### config.mk
export PLATFORM = sky130hd
export DESIGN_NAME = strap_sampler
export DESIGN_NICKNAME = d
export VERILOG_FILES = /design/src/rtl/strap_pkg.sv /design/src/rtl/strap_sync.sv /design/src/rtl/strap_capture.sv /design/src/rtl/strap_ctrl.sv /design/src/rtl/strap_sampler.sv
export SDC_FILE = /design/constraint.sdc
export NUM_CORES = 1
export LEC_CHECK = 0
export ABC_AREA = 1
export BUFFER_PORTS_ARGS = -buffer_cell sky130_fd_sc_hd__buf_2
export CORE_ASPECT_RATIO = 0.9
export CORE_MARGIN = 10
export CORE_UTILIZATION = 40
export DETAILED_ROUTE_END_ITERATION = 6
export GPL_ROUTABILITY_DRIVEN = 1
export RECOVER_POWER = 25
export SLEW_MARGIN = 10
export SYNTH_ARGS = -nofsm -noshare
export SYNTH_HDL_FRONTEND = slang
export SYNTH_HIERARCHICAL = 1
export SYNTH_SLANG_ARGS = --single-unit
### constraint.sdc
create_clock -name clk -period 1.1 [get_ports clk]
set_clock_uncertainty 0.15 [all_clocks]
set_input_delay 0.055 -clock clk [delete_from_list [all_inputs] [get_ports clk]]
set_output_delay 0.055 -clock clk [all_outputs]
set_load 0.01 [all_outputs]
### src/rtl/strap_pkg.sv
package strap_pkg;

    // Port phase: straps being sampled, or port handed to operation
    typedef enum logic {
        PH_STRAP = 1'b0,
        PH_RUN   = 1'b1
    } phase_e;

    function automatic logic phase_is_strap(input phase_e ph);
        return ph == PH_STRAP;
    endfunction

endpackage

### src/rtl/strap_sync.sv
module strap_sync #(
    parameter int W      = 16,
    parameter int STAGES = 2
) (
    input  logic         clk,
    input  logic [W-1:0] d,
    output logic [W-1:0] q
);
    // No reset: the chain must keep sampling while reset is held
    logic [W-1:0] stg [STAGES];

    always_ff @(posedge clk) begin
        stg[0] <= d;
    end

    for (genvar i = 1; i < STAGES; i++) begin : g_stage
        always_ff @(posedge clk) begin
            stg[i] <= stg[i-1];
        end
    end

    assign q = stg[STAGES-1];
endmodule

### src/rtl/strap_capture.sv
module strap_capture #(
    parameter int PIN_W = 16,
    parameter int HI_W  = 8,
    localparam int LO_W = PIN_W - HI_W
) (
    input  logic             clk,
    input  logic             rst,
    input  logic [PIN_W-1:0] d,
    output logic [LO_W-1:0]  lo_q,
    output logic [HI_W-1:0]  hi_q
);
    logic [PIN_W-1:0] cap_q;

    // Tracks the synchronized pins during reset, frozen afterwards
    always_ff @(posedge clk) begin
        if (rst) cap_q <= d;
    end

    assign lo_q = cap_q[LO_W-1:0];
    assign hi_q = cap_q[PIN_W-1:LO_W];
endmodule

### src/rtl/strap_ctrl.sv
module strap_ctrl
    import strap_pkg::*;
(
    input  logic clk,
    input  logic rst,
    output logic pullup_en,
    output logic dir_in,
    output logic valid
);
    phase_e phase_q;
    logic   valid_q;

    always_ff @(posedge clk) begin
        if (rst) begin
            phase_q <= PH_STRAP;
            valid_q <= 1'b0;
        end else begin
            phase_q <= PH_RUN;
            valid_q <= 1'b1;
        end
    end

    assign pullup_en = phase_is_strap(phase_q);
    assign dir_in    = phase_is_strap(phase_q);
    assign valid     = valid_q;

    AST_VALID_STICKY: assert property (@(posedge clk) disable iff (rst)
        valid_q |=> valid_q);

    AST_NO_PULLUP_WHEN_VALID: assert property (@(posedge clk) disable iff (rst)
        !(valid_q && pullup_en));
endmodule

### src/rtl/strap_sampler.sv
module strap_sampler #(
    parameter int PIN_W       = 16,
    parameter int HI_W        = 8,
    parameter int SYNC_STAGES = 2,
    localparam int LO_W       = PIN_W - HI_W
) (
    input  logic             clk,
    input  logic             rst,
    input  logic [PIN_W-1:0] pin_i,
    output logic             pullup_en_o,
    output logic             dir_in_o,
    output logic [LO_W-1:0]  buscfg_o,
    output logic [HI_W-1:0]  hiconf_o,
    output logic             cfg_valid_o
);
    logic [PIN_W-1:0] pin_sync;

    strap_sync #(.W(PIN_W), .STAGES(SYNC_STAGES)) u_sync (
        .clk (clk),
        .d   (pin_i),
        .q   (pin_sync)
    );

    strap_capture #(.PIN_W(PIN_W), .HI_W(HI_W)) u_cap (
        .clk  (clk),
        .rst  (rst),
        .d    (pin_sync),
        .lo_q (buscfg_o),
        .hi_q (hiconf_o)
    );

    strap_ctrl u_ctrl (
        .clk       (clk),
        .rst       (rst),
        .pullup_en (pullup_en_o),
        .dir_in    (dir_in_o),
        .valid     (cfg_valid_o)
    );

    AST_FROZEN_AFTER_RELEASE: assert property (@(posedge clk) disable iff (rst)
        cfg_valid_o |=> ($stable(buscfg_o) && $stable(hiconf_o)));

    AST_VALID_AFTER_RELEASE: assert property (@(posedge clk) disable iff (rst)
        pullup_en_o |=> cfg_valid_o);
endmodule

# Word level (Yosys, flattened, before mapping)
# Memories as Yosys holds them, arrays and structs flattened. A register that Yosys moved wholly into a read port is not among the register bits.
# Index checks and enable logic that the tools add are counted.
dict set report classes {
  addsub 0
  mul 0
  div 0
  magnitude_cmp 0
  eq_ne 0
  n_shift 0
  muxes 1
  bitwise 1
  reduce_logical 0
}
# op n
set op_table {}
lappend op_table {{1-bit two-way mux} 1}
lappend op_table {{1-bit NOT} 1}
dict set report totals {
  ff_bits 1
  latchBits 0
  ramBits 32
  rom_bits 0
  inputBits 18
  output_inout_bits 19
  elab_cells 4
  n_memories 1
}
# memory depth width read_ports rd_clocked_by_memory_dff write_ports line_no
set memory_table {}
lappend memory_table {u_sync.stg 2 16 2 1 2 strap_sync.sv:10} ;# logic [W-1:0] stg [STAGES];

# Longest topological paths before layout
dict set report logic_depth {
  depth_word 1
  mapped_depth 2
  ltp_nobuf 1
}

# Cells and area by module
# The synthesis kept the hierarchy.
# mod n_inst cells_each area_each_um2 seq_area_each_um2
set modules_own_cells {}
lappend modules_own_cells {strap_sync 1 48 760.7 640.6}
lappend modules_own_cells {strap_capture 1 16 480.5 480.5}
lappend modules_own_cells {strap_ctrl 1 4 35.0 20.0}

# Worst setup path after synthesis
# No wires, ideal clock.
dict set report synth_path {
  path_type {reg-to-output}
  start {reg u_ctrl/valid (netlist name)}
  end {out pullup_en_o}
  arrival_time_ns 0.594
  required_ns 0.895
  setup_slack_ns 0.301
  stages_incl_launch_ff 3
  path_buffers 1
  path_cell_list {dfxtp_1 inv_1 buf_4}
}
# item line_no
set synth_lines {}
lappend synth_lines {{end, declared} strap_sampler.sv:10} ;# output logic pullup_en_o,

# Final worst setup path
dict set report layout_path {
  start {reg u_cap.cap_q[7], read port of u_sync.stg}
  end {out buscfg_o[7]}
}
# item line_no
set layout_lines {}
lappend layout_lines {{start, declared} strap_capture.sv:12} ;# logic [PIN_W-1:0] cap_q;
lappend layout_lines {{end, declared} strap_sampler.sv:12} ;# output logic [LO_W-1:0] buscfg_o,
# No word-level cell between the ends.

==> results by stage <==
Status:
- The run finished with clean final reports.

Synthesis:
- After Yosys synthesis, full adders, half adders and majority gates account for 0% of the synthesized area.
- In the post-synthesis netlist, the biggest area contributors are dfxtp_1, edfxtp_1, buf_4.
- The largest total area in the synthesized netlist belongs to dfxtp_1.
- The count of warnings emitted by yosys is 6.
- The share of the synthesized area in compound gates (AO/OA/AOI/OAI) is 0%.
- The synthesized design devotes to its leading area cell type 51.8% of total area.
- Synthesis instantiated 4 different standard cells from the library.
- The mux cell area share after synthesis is 0%.
- After synthesis the netlist holds a flip-flop and latch count of around 50.
- Of the total synthesized cell area, the portion taken by AND, OR, NAND and NOR gates is 0%.
- Summing the areas of all xor and xnor instances in the mapped netlist gives 0% of the synthesized area.
- After synthesis, flip-flops and latches occupy approximately nine tenths of the total area.
- The cell count after synthesis came out at 68.
- The combinational family with the most area after synthesis is buffers and inverters.
- The post-synthesis cell area is ~1300 um2.
- The number of nets in the synthesized netlist is 86.
- Dividing the synthesized area by the synthesized cell count gives between 15 and 20 um2.

Cells and area:
- The layout-stage area growth over the synthesis result is 26.5%.
- In the final layout, the share of cells above drive strength 1 is between 30% and 40%.
- The multi-input logic cell count is 0.
- The number of antenna repair diodes is 0.
- The number of nets in the final layout is roughly 130.
- The final design area excluding fillers is approximately 1600 um2.
- After filler insertion, the fill cell instance count of the layout stands at between 200 and 300.
- The multi-input combinational cells in the finished layout cover a total of 0 um2.
- Leaving out filler cells and counting taps, the final layout contains about 150.

Setup path:
- The worst path arrival time is ~880 ps.
- The number of buffers and inverters on the critical path is 1.
- STA classifies the critical path startpoint as a flop.
- On the worst path, the slowest cell contributes a delay of ~390 ps.
- The cell with the largest stage delay on the worst path is edfxtp_1.
- The setup path with the least slack is of type flop to output port.
- The worst setup path is captured at an output port.
- For the worst setup path, the data required time is 890 ps.
- In this run the worst path has a maximum fanout of 1.
- The critical path goes through buf_2.
- In this design, the largest share of critical-path delay is due to flip-flops.

Floorplanning:
- Once the floorplan was initialized, standard cells occupied between 40% and 50% of the core.
- The floorplan step set the die width to between 70 and 80 um.
- The y dimension of the die is 73.6 um.
- After floorplanning, the core was divided into 19 placement rows.
- The die covers around 6000 um2.
- The core area is a little over 3000 um2.
- For this design the top-level I/O count stands at 37.

STA:
- The worst path in the final design needs a cycle of 1090 ps, including I/O delays and setup.
- The worst path uses between 90% and 100% of the clock period.
- The number of endpoints with negative hold slack in the final report is 0.
- The final number of setup-violating endpoints is 0.
- The final-layout worst hold slack is between 150 and 200 ps.
- The final worst setup slack is approximately 11 ps.
- Derived from the worst setup path, the maximum achievable clock frequency is a little over 900 MHz.
- In this run the tightest slew margin relative to its limit is about three quarters.
- The max-slew violation count is 0.
- Setup repair after global routing could not meet its margin everywhere.
- At the pin with the least slew margin, the transition time is between 300 and 400 ps.

Global routing:
- For this run, the total global-route usage over all layers was measured as 6.69%.
- The remaining global-route overflow is 0.
- Entering global routing, the biggest net connects 18 pins.
- The via count of the first global-routing pass is between 600 and 700.
- The initial antenna violation count was 0.
- The first global-routing pass estimated 2770 um of wire.

Drt:
- The via count normalized by instance count is roughly 3.8.
- The detailed router's first-iteration violation count is 24.
- The wire length per cell is about 12 um.
- For this run, design rule violations remaining after detail routing come to 0.
- After detailed routing, the total wire length is between 1500 and 2000 um.
- Detailed routing inserted a total of ~580 vias.
- The total iterations of the first detailed-routing run is 2.
- The remaining number of nets flagged by the antenna check after routing is 0.

CTS:
- The number of setup buffers added after CTS is 0.
- Counting the buffers created by CTS gives 5.
- TritonCTS built the clock tree.
- The insertion delay to the later sink of the worst-skew pair is 340 ps.
- The tree built by TritonCTS fans out to a little under 50 sinks.
- The maximum buffer depth of the clock tree is 2.
- The tree is rooted in a clkbuf_4.
- The H-tree depth is 2.
- Clock-pin slew was measured on the worst setup and hold paths at 110 ps.

Placement:
- The worst slack at placement is 218 ps.
- Input and output buffers added on the ports amount to 36.
- The total instance count after detailed placement is ~130.
- Routability-driven placement finished with a final weighted congestion of just under 0.6.
- Summing all placed instances gives a cell area of ~1400 um2.

Power:
- For this design the ratio of total power to cell area is ~1800 nW/um2.
- The worst supply voltage drop on vdd is 0.823 mV.
- In this run the static leakage power is a little under 0.7 nW.

Flow run:
- The max capacitance violation total is 0.

Hold path:
- The min-delay analysis places its worst path in the category primary input to flop.
==> placed cells by master (no fill, tap or decap) <==
cell	n
dfxtp_2	1
clkbuf_1	3
inv_1	1
clkbuf_4	5
buf_2	34
inv_2	1
dfxtp_1	32
buf_6	2
edfxtp_1	16
dlygate4sd3_1	17
==> synth_stat cells <==
library cell and n:
edfxtp_1 16, dfxtp_1 33, inv_1 2, buf_4 17
==> cells by family after synthesis <==
group and after synthesis:
flops 49, buf+inv 19
==> path summary, 6_finish.rpt <==
kind / start / depth (start not counted) / endpoint / slack [ps]
worst min register to register: u_sync/stg[0][14] / 0 / u_sync/stg[0][30] / 190
worst max register to register: u_sync/stg[0][18] / 0 / u_cap/cap_q[2] / 410
worst min-delay path: pin_i[9] / 2 / u_sync/stg[0][9] / 180
worst max-delay path: u_cap/cap_q[7] / 1 / buscfg_o[7] / 10
==> cell type report <==
| cell class | instances | area, um2 | area share, % |
|---|---|---|---|
| Sequential cell | 49 | 1140 | 70.8 |
| Timing Repair Buffer | 53 | 363 | 22.5 |
| Tap cell | 42 | 52.6 | 3.26 |
| Clock buffer | 8 | 48.8 | 3.02 |
| Inverter | 2 | 7.51 | 0.465 |
==> power breakdown <==
group          internal [mW]  switching [mW]  total [mW]
registers               1.97          0.0206        1.99
logic                 0.0886          0.0607       0.149
clock network          0.255           0.462       0.717
==> timing repair <==
item | in CTS | in global routing
endpoints found under the hold margin | 33 | 0
gates resized for setup | 1 | 3
hold buffers | 17 | 0
endpoints found under the setup margin | 11 | 18
pin swaps | 0 | 0
==> per-stage QoR <==
step	total power [mW]	util [%]	setup TNS, ps
3_5_place_dp	2.13	45.0	0
4_1_cts	2.89	52.2	-83.5
2_1_floorplan	2.09	-	0
3_3_place_gp	2.12	45.0	0
5_1_grt	3.01	52.6	-513
6_report	2.85	52.6	0
==> flip-flops by register name, indices dropped and copies added (netlist names) <==
| register | cells |
|---|---|
| u_cap/cap_q | 16 |
| u_ctrl/valid | 1 |
| u_sync/stg | 32 |
==> metal layers <==
layer / global-route usage [%] / part of all wire (%)
met5: 0 / 0
met3: 4.88 / 12
met1: 4.90 / 32
met4: 5.96 / 2.9
met2: 11.2 / 53
No activity file was read; power rests on OpenSTA's default activity.
